$ cat src/rtl/dbgret_pkg.sv
package dbgret_pkg;
   localparam int unsigned SLOTS = 4;
   localparam int unsigned IDX_W = 2;
   typedef logic [IDX_W-1:0] slot_idx_t;

   localparam int unsigned SLOT_CTX = 0;
   localparam int unsigned SLOT_PSW = 1;
   localparam int unsigned SLOT_STK = 2;
   localparam int unsigned SLOT_LNK = 3;

   typedef enum logic [1:0] {
      ST_IDLE = 2'd0,
      ST_REQ  = 2'd1,
      ST_WAIT = 2'd2,
      ST_DONE = 2'd3
   } dr_state_e;
endpackage

$ cat src/rtl/dbgret_ctrl.sv
module dbgret_ctrl
   import dbgret_pkg::*;
(
   input  logic      clk,
   input  logic      rst_n,
   input  logic      start_i,
   input  logic      req_ready_i,
   input  logic      rsp_valid_i,
   output slot_idx_t idx_o,
   output logic      take_snap_o,
   output logic      cap_o,
   output logic      commit_o,
   output logic      req_valid_o,
   output logic      busy_o,
   output logic      done_o
);
   dr_state_e state_q;
   slot_idx_t idx_q;
   logic      last_slot;

   assign last_slot   = (idx_q == slot_idx_t'(SLOTS - 1));
   assign take_snap_o = (state_q == ST_IDLE) && start_i;
   assign cap_o       = (state_q == ST_WAIT) && rsp_valid_i;
   assign commit_o    = cap_o && last_slot;
   assign req_valid_o = (state_q == ST_REQ);
   assign busy_o      = (state_q != ST_IDLE);
   assign done_o      = (state_q == ST_DONE);
   assign idx_o       = idx_q;

   always_ff @(posedge clk or negedge rst_n) begin
      if (!rst_n) begin
         state_q <= ST_IDLE;
         idx_q   <= '0;
      end else begin
         unique case (state_q)
            ST_IDLE: begin
               if (start_i) begin
                  state_q <= ST_REQ;
                  idx_q   <= '0;
               end
            end
            ST_REQ: begin
               if (req_ready_i) state_q <= ST_WAIT;
            end
            ST_WAIT: begin
               if (rsp_valid_i) begin
                  if (last_slot) begin
                     state_q <= ST_DONE;
                  end else begin
                     idx_q   <= idx_q + slot_idx_t'(1);
                     state_q <= ST_REQ;
                  end
               end
            end
            ST_DONE: state_q <= ST_IDLE;
            default: state_q <= ST_IDLE;
         endcase
      end
   end
endmodule

$ cat src/rtl/dbgret_rdport.sv
module dbgret_rdport
   import dbgret_pkg::*;
#(
   parameter int unsigned AW          = 32,
   parameter int unsigned WORD_BYTES  = 4,
   parameter bit          FORCE_ALIGN = 1'b1
) (
   input  logic [AW-1:0] base_i,
   input  slot_idx_t     idx_i,
   output logic [AW-1:0] addr_o
);
   localparam int unsigned OFS_W = $clog2(WORD_BYTES);

   logic [AW-1:0] base_eff;
   logic [AW-1:0] step;

   if (FORCE_ALIGN) begin : g_align
      assign base_eff = base_i & ~AW'(WORD_BYTES - 1);
   end else begin : g_raw
      assign base_eff = base_i;
   end

   assign step   = AW'(idx_i) << OFS_W;
   assign addr_o = base_eff + step;
endmodule

$ cat src/rtl/dbgret_stage.sv
module dbgret_stage
   import dbgret_pkg::*;
#(
   parameter int unsigned AW       = 32,
   parameter int unsigned DW       = 32,
   parameter int unsigned PIE_BIT  = 23,
   parameter int unsigned PCPN_LSB = 24,
   parameter int unsigned PCPN_W   = 8
) (
   input  logic              clk,
   input  logic              rst_n,
   input  logic              take_snap_i,
   input  logic              cap_i,
   input  logic              commit_i,
   input  slot_idx_t         idx_i,
   input  logic [DW-1:0]     rsp_data_i,
   input  logic [AW-1:0]     save_ptr_i,
   input  logic [DW-1:0]     link_i,
   input  logic [DW-1:0]     prev_ctx_i,
   input  logic              feat_i,
   output logic [AW-1:0]     base_snap_o,
   output logic              feat_snap_o,
   output logic [DW-1:0]     pc_o,
   output logic              ie_o,
   output logic [PCPN_W-1:0] ccpn_o,
   output logic [DW-1:0]     ctx_o,
   output logic [DW-1:0]     psw_o,
   output logic [DW-1:0]     stack_o,
   output logic [DW-1:0]     link_o
);
   logic [DW-1:0]     pc_snap;
   logic              ie_snap;
   logic [PCPN_W-1:0] ccpn_snap;
   logic [DW-1:0]     word_w [SLOTS];
   logic              unused_bits;

   assign unused_bits = ^{prev_ctx_i, link_i[0]};

   always_ff @(posedge clk or negedge rst_n) begin
      if (!rst_n) begin
         pc_snap     <= '0;
         ie_snap     <= 1'b0;
         ccpn_snap   <= '0;
         base_snap_o <= '0;
         feat_snap_o <= 1'b0;
      end else if (take_snap_i) begin
         pc_snap     <= {link_i[DW-1:1], 1'b0};
         ie_snap     <= prev_ctx_i[PIE_BIT];
         ccpn_snap   <= prev_ctx_i[PCPN_LSB +: PCPN_W];
         base_snap_o <= save_ptr_i;
         feat_snap_o <= feat_i;
      end
   end

   for (genvar g = 0; g < SLOTS - 1; g++) begin : g_slot
      logic [DW-1:0] q;
      always_ff @(posedge clk or negedge rst_n) begin
         if (!rst_n) q <= '0;
         else if (cap_i && (idx_i == slot_idx_t'(g))) q <= rsp_data_i;
      end
      assign word_w[g] = q;
   end
   assign word_w[SLOTS-1] = rsp_data_i;

   always_ff @(posedge clk or negedge rst_n) begin
      if (!rst_n) begin
         pc_o    <= '0;
         ie_o    <= 1'b0;
         ccpn_o  <= '0;
         ctx_o   <= '0;
         psw_o   <= '0;
         stack_o <= '0;
         link_o  <= '0;
      end else if (commit_i) begin
         pc_o    <= pc_snap;
         ie_o    <= ie_snap;
         ccpn_o  <= ccpn_snap;
         ctx_o   <= word_w[SLOT_CTX];
         psw_o   <= word_w[SLOT_PSW];
         stack_o <= word_w[SLOT_STK];
         link_o  <= word_w[SLOT_LNK];
      end
   end
endmodule

$ cat src/rtl/dbg_return_seq.sv
module dbg_return_seq
   import dbgret_pkg::*;
#(
   parameter int unsigned AW          = 32,
   parameter int unsigned DW          = 32,
   parameter int unsigned PIE_BIT     = 23,
   parameter int unsigned PCPN_LSB    = 24,
   parameter int unsigned PCPN_W      = 8,
   parameter bit          FORCE_ALIGN = 1'b1
) (
   input  logic              clk,
   input  logic              rst_n,
   input  logic              start_i,
   input  logic [AW-1:0]     save_ptr_i,
   input  logic [DW-1:0]     link_i,
   input  logic [DW-1:0]     prev_ctx_i,
   input  logic              clr_trapctl_en_i,
   output logic              busy_o,
   output logic              done_o,
   output logic              rd_valid_o,
   output logic [AW-1:0]     rd_addr_o,
   input  logic              rd_ready_i,
   input  logic              rsp_valid_i,
   input  logic [DW-1:0]     rsp_data_i,
   output logic              reg_we_o,
   output logic [DW-1:0]     pc_o,
   output logic              ie_o,
   output logic [PCPN_W-1:0] ccpn_o,
   output logic [DW-1:0]     ctx_o,
   output logic [DW-1:0]     stack_o,
   output logic [DW-1:0]     link_o,
   output logic              psw_we_o,
   output logic [DW-1:0]     psw_data_o,
   output logic              trapctl_clr_o
);
   localparam int unsigned WORD_BYTES = DW / 8;

   if ((DW % 8) != 0 || DW < 16) begin : g_bad_dw
      $error("dbg_return_seq: DW must be a multiple of 8 and at least 16");
   end
   if (PIE_BIT >= DW || (PCPN_LSB + PCPN_W) > DW || PCPN_W == 0) begin : g_bad_field
      $error("dbg_return_seq: priority/enable fields fall outside DW");
   end
   if (AW < 8) begin : g_bad_aw
      $error("dbg_return_seq: AW too small for a 4-word save area");
   end

   slot_idx_t     idx;
   logic          take_snap, cap, commit;
   logic [AW-1:0] base_snap;
   logic          feat_snap;

   dbgret_ctrl u_ctrl (
      .clk         (clk),
      .rst_n       (rst_n),
      .start_i     (start_i),
      .req_ready_i (rd_ready_i),
      .rsp_valid_i (rsp_valid_i),
      .idx_o       (idx),
      .take_snap_o (take_snap),
      .cap_o       (cap),
      .commit_o    (commit),
      .req_valid_o (rd_valid_o),
      .busy_o      (busy_o),
      .done_o      (done_o)
   );

   dbgret_rdport #(
      .AW          (AW),
      .WORD_BYTES  (WORD_BYTES),
      .FORCE_ALIGN (FORCE_ALIGN)
   ) u_rdport (
      .base_i (base_snap),
      .idx_i  (idx),
      .addr_o (rd_addr_o)
   );

   dbgret_stage #(
      .AW       (AW),
      .DW       (DW),
      .PIE_BIT  (PIE_BIT),
      .PCPN_LSB (PCPN_LSB),
      .PCPN_W   (PCPN_W)
   ) u_stage (
      .clk         (clk),
      .rst_n       (rst_n),
      .take_snap_i (take_snap),
      .cap_i       (cap),
      .commit_i    (commit),
      .idx_i       (idx),
      .rsp_data_i  (rsp_data_i),
      .save_ptr_i  (save_ptr_i),
      .link_i      (link_i),
      .prev_ctx_i  (prev_ctx_i),
      .feat_i      (clr_trapctl_en_i),
      .base_snap_o (base_snap),
      .feat_snap_o (feat_snap),
      .pc_o        (pc_o),
      .ie_o        (ie_o),
      .ccpn_o      (ccpn_o),
      .ctx_o       (ctx_o),
      .psw_o       (psw_data_o),
      .stack_o     (stack_o),
      .link_o      (link_o)
   );

   assign reg_we_o      = done_o;
   assign psw_we_o      = done_o;
   assign trapctl_clr_o = done_o & feat_snap;
endmodule

$ cat config.mk
export PLATFORM = sky130hd
export DESIGN_NAME = dbg_return_seq
export DESIGN_NICKNAME = d
export VERILOG_FILES = /design/src/rtl/dbgret_pkg.sv /design/src/rtl/dbgret_ctrl.sv /design/src/rtl/dbgret_rdport.sv /design/src/rtl/dbgret_stage.sv /design/src/rtl/dbg_return_seq.sv
export SDC_FILE = /design/constraint.sdc
export NUM_CORES = 1
export LEC_CHECK = 0
export BUFFER_PORTS_ARGS = -buffer_cell sky130_fd_sc_hd__buf_2
export CORE_MARGIN = 5
export CORE_UTILIZATION = 30
export DETAILED_ROUTE_END_ITERATION = 12
export RECOVER_POWER = 100
export SYNTH_ARGS = -nofsm -noshare
export SYNTH_HDL_FRONTEND = slang
export SYNTH_HIERARCHICAL = 1
export SYNTH_SLANG_ARGS = --single-unit
$ cat constraint.sdc
create_clock -name clk -period 3.1 [get_ports clk]
set_input_delay 0.62 -clock clk [delete_from_list [all_inputs] [get_ports clk]]
set_output_delay 0.62 -clock clk [all_outputs]
set_load 0.05 [all_outputs]
# --- Word level (Yosys, flattened, before mapping) ---
# Cells that the tools add are included.
word_totals:
  reg_bits: 341
  latch_bits: 0
  ramBits: 0
  mem_bits_ro: 0
  in_bits: 134
  out_inout_bits: 207
  elab_cells: 51
  mem_count: 0
classes:
  add_sub_neg: 2
  multipliers: 0
  n_div: 0
  magnitude_cmp: 0
  eq_ne: 10
  n_shift: 0
  muxes: 9
  bitwise_logic: 1
  n_reduce_logical: 12
ops:
  columns: ["operator", "count"]
  rows:
  - ["adder 32 x 4 -> 32 bit", 1]
  - ["two-way mux 2 bit", 7]
  - ["equality test 2 bit (second input constant)", 4]
  - ["case mux 2 bit (4 select lines)", 1]
  - ["logical AND 1 bit", 6]
  - ["inequality test 2 bit (second input constant)", 3]
  - ["equality test 2 x 1 -> 1 bit (second input constant)", 2]
  - ["logical NOT 2 bit", 2]
  - ["case mux 2 bit (2 select lines)", 1]
  - ["AND reduction 4 bit", 1]
  - ["nonzero test 2 bit", 2]
  - ["AND reduction 3 bit", 1]
  - ["adder 2 x 1 -> 2 bit (second input constant)", 1]
  - ["inequality test 2 x 1 -> 1 bit (second input constant)", 1]
  - ["bitwise AND 1 bit", 1]

# --- Longest topological paths before layout ---
depth:
  ltp_word: 4
  mapped_depth: 7
  ltp_nobuf: 6

# --- Hierarchy ---
# The synthesis kept the hierarchy.
by_module_without_submodules:
  columns: ["mod", "n_inst", "cells_each", "area_each_um2", "seq_area_each_um2"]
  rows:
  - ["dbgret_stage", 1, 715, 12544.5, 8433.1]
  - ["dbgret_rdport", 1, 80, 594.3, 0.0]
  - ["dbgret_ctrl", 1, 30, 249.0, 100.1]
  - ["dbg_return_seq", 1, 3, 21.3, 0.0]

# --- Worst setup path before layout ---
# OpenSTA, ideal clock, no wires.
synth_path:
  kind: "register to output"
  start: "register u_ctrl.idx_q[0], in the netlist u_ctrl/idx_o[0]"
  end: "output rd_addr_o[16]"
  t_arrival_ps: 2472
  required_time_ps: 2480
  path_slack_ps: 8
  path_stages_with_launch: 7
  n_path_buf: 0
  cell_sequence: "dfrtp_1 -> ha_1 -> fa_1 -> nand4_1 -> nor3_1 -> nand4_1 -> xnor2_1"
synth_via:
  elab_chain_len: 1
synth_rtl:
  columns: ["element", "line", "rtl"]
  rows:
  - ["from (decl)", "dbgret_ctrl.sv:18", "slot_idx_t idx_q;"]
  - ["from (signal assigned)", "dbgret_ctrl.sv:50", "idx_q <= idx_q + slot_idx_t'(1);"]
  - ["adder 32 x 4 -> 32 bit", "dbgret_rdport.sv:24", "assign addr_o = base_eff + step;"]
  - ["to (decl)", "dbg_return_seq.sv:21", "output logic [AW-1:0] rd_addr_o,"]
# No other way between the ends.

# --- Worst setup path after layout ---
layout_path:
  start: "register u_ctrl.idx_q[1], in the netlist u_ctrl/idx_o[1]"
  end: "output rd_addr_o[25]"
# Same word-level chain as after synthesis.

==> results.md <==
- Status: complete, but fails checks
- Failing checks: capacitance limit, slew limit
- Layout Nets: around 1300
- Layout cells sized above 1: 0.473
- DIE AREA: ~0.05 mm2
- Worst-path fanout max: 10
- Initial Util: 0.302
- Clk sinks: ~340
- Site Rows: between 70 and 80
- Largest net degree at the start of global routing: around 80
- Worst Path Required: around 2.5 ns
- Setup ws final: about 0.10 ns
- RSZ-0062 raised after global routing: yes
- Peak VDD IR: roughly 630 uV
- CP bufs+invs: 2
- YS warnings: 6
- First-pass GRT wire length: 50.2 mm
- FF-to-FF path depth: 4
- DIE WIDTH: 221 um
- Die Ht: around 220 um
- Crit end category: primary output
- Critical Path AT: between 2 and 2.5 ns
- Cts bufs inserted: 39
- Top cell family by delay on the critical path: flip-flops
- Startpoint types: flop
- Worst r2r src: u_ctrl/state_q[0]$_DFFE_PN0P_
- Detailed Routing Iterations Pass 1: 4
- Worst stage delay on the critical path: between 0.4 and 0.5 ns
- Max Freq: about 330 MHz
- Worst slew pin tran: between 2 and 2.5 ns
- Slowest CP cell: dfrtp_2
- Vias per cell: 4.45
- Final Cycle Share: 0.967
- Skew final: around 0.014 ns
- Final core occ: 0.378
- Post-CTS Hold Buffers: 0
- Setup violations, final: 0
- Crit Path Class: reg2out
- Worst min path class: in2reg
- Worst-path cell chain: ha_4 -> a21o_1 -> nor4b_4 -> buf_6 -> nand4_1 -> xnor2_1 -> buf_4
- Drt first-iter violations: slightly above 300
- Grt total ovfl: 0
- Vias in the first global route: approximately 8700
- Hold Path Origin: link_i[17]
- Max Root-Sink Buffers: 3
- Cells after DPL: ~1700
- Post-Syn Area per Cell: 16.2 um2
- Max Cap Violations: 1
- Core footprint: 0.0441 mm2
- Non-Filler Instances: around 1800
- Design area: 0.0167 mm2
- Hold path depth: 2
- Post-route ant nets: 0
- Synthesized netlist cell count: ~820
- Dpl ws: between 0.4 and 0.5 ns
- Placed instance area: around 0.016 mm2
- All-Layer GR Usage: 0.127
- Routed WL: between 30 and 40 mm
- Synth Cell Area: 0.0133 mm2
- GP Congestion: between 0.7 and 0.8
- Clock-pin slew on the worst setup and hold paths: about 0.060 ns
- Port Buffers: ~310
- Relative slew slack: -0.479
- Fillers: between 4000 and 5000
- Vias: around 8000
- Pwr dens: roughly 900 mW/mm2
- Final Max Tran Viols: 81
- Htree depth: 2
- Dpl hpwl: ~22 mm
- Clock latency on the worst-skew pair: between 0.5 and 0.6 ns
- Final Hold Viols: 0
- # DRC: 0
- Worst reg-to-reg setup slack: around 0.21 ns
- Leak: 7.92 nW
- Ports: between 300 and 400
- Clock root cell: clkbuf_16
- Wire per inst: roughly 18 um
- Reg-to-reg critical path endpoint: u_stage/pc_snap[6]$_DFFE_PN0P_
- Layout area overhead: 25.2%
- Tmin final: between 2 and 3 ns
- Initial antenna violation count: 5
- CTS tree: done
- Min-Delay Endpoint: u_stage/pc_snap[17]$_DFFE_PN0P_
-- sequential cells by signal (all words and copies together) (netlist names), 30 cells and up --
name	flops
u_stage/base_snap_o	30
u_stage/ctx_o	32
u_stage/g_slot.q	96
u_stage/link_o	32
u_stage/pc_o	31
u_stage/pc_snap	31
u_stage/psw_o	32
u_stage/stack_o	32
-- what timing repair did --
item,in CTS,in global routing
buffers inserted,1,4
pin swaps,1,3
setup endpoints to repair,18,20
resized for setup,15,17
gates cloned,0,0
-- per-stage QoR --
step | hold slack (ns) | power, W | TNS (ns)
2_1_floorplan | 0.324 | 0.00951 | 0
3_3_place_gp | 0.463 | 0.0106 | 0
3_5_place_dp | 0.475 | 0.0107 | 0
4_1_cts | 0.0704 | 0.0153 | 0
5_1_grt | 0.283 | 0.0158 | -0.963
6_report | 0.311 | 0.0150 | 0
-- power by group --
part | internal [W] | leakage (nW) | switching [W]
registers | 0.00558 | 4.47 | 0.000740
logic | 0.00161 | 2.83 | 0.00263
clock network | 0.00265 | 0.617 | 0.00178
-- how the worst max path moves through the flow --
stage	cells after the start	endpoint	from
after floorplan	6	rd_addr_o[16]	u_ctrl/idx_o[0]$_DFFE_PN0P_
after detailed placement	7	rd_addr_o[16]	u_ctrl/idx_o[1]$_DFFE_PN0P_
after global placement	7	rd_addr_o[20]	u_ctrl/idx_o[1]$_DFFE_PN0P_
after CTS	8	rd_addr_o[16]	u_stage/base_snap_o[2]$_DFFE_PN0P_
final	7	rd_addr_o[25]	u_ctrl/idx_o[1]$_DFFE_PN0P_
after global routing	7	rd_addr_o[25]	u_ctrl/idx_o[1]$_DFFE_PN0P_
-- cells in the final DEF (no fill, tap or decap), types with 4 or more instances in the layout --
cell type,n
dfrtp_1,338
mux2_2,332
clkbuf_1,192
buf_2,108
clkbuf_16,40
buf_4,22
xnor2_1,20
clkbuf_2,16
nand2_1,12
nand3_1,11
clkbuf_8,9
nand4_1,9
clkinv_2,8
nor2_1,6
xor2_1,6
buf_6,5
clkinvlp_4,4
and4_1,4
-- per-layer routing --
metal | track usage | part of all wire | vias up
met5 | 0 | 0.0015 | -
met1 | 0.160 | 0.42 | 4044
met2 | 0.201 | 0.46 | 241
met4 | 0.0382 | 0.021 | 6
met3 | 0.0549 | 0.090 | 51
li1 | - | - | 3617
-- worst register-to-register path: stages, from the launching register on --
cell and delay (ns):
dfrtp_1 0.46, or2_0 0.28, nor2_2 0.87, clkbuf_2 0.74, mux2_2 0.43
-- cell type report --
type | instances | area [um2] | share of cell area
inverter | 3 | 11.3 | 0.000675
multi-input combinational | 441 | 4570 | 0.274
clock buffer | 51 | 1130 | 0.0678
clock inverter | 15 | 125 | 0.00750
antenna | 2 | 5.00 | 0.000300
sequential | 339 | 8480 | 0.508
timing repair buffer | 346 | 1620 | 0.0969
tap | 592 | 741 | 0.0444
No activity file was read; power rests on OpenSTA's default activity.
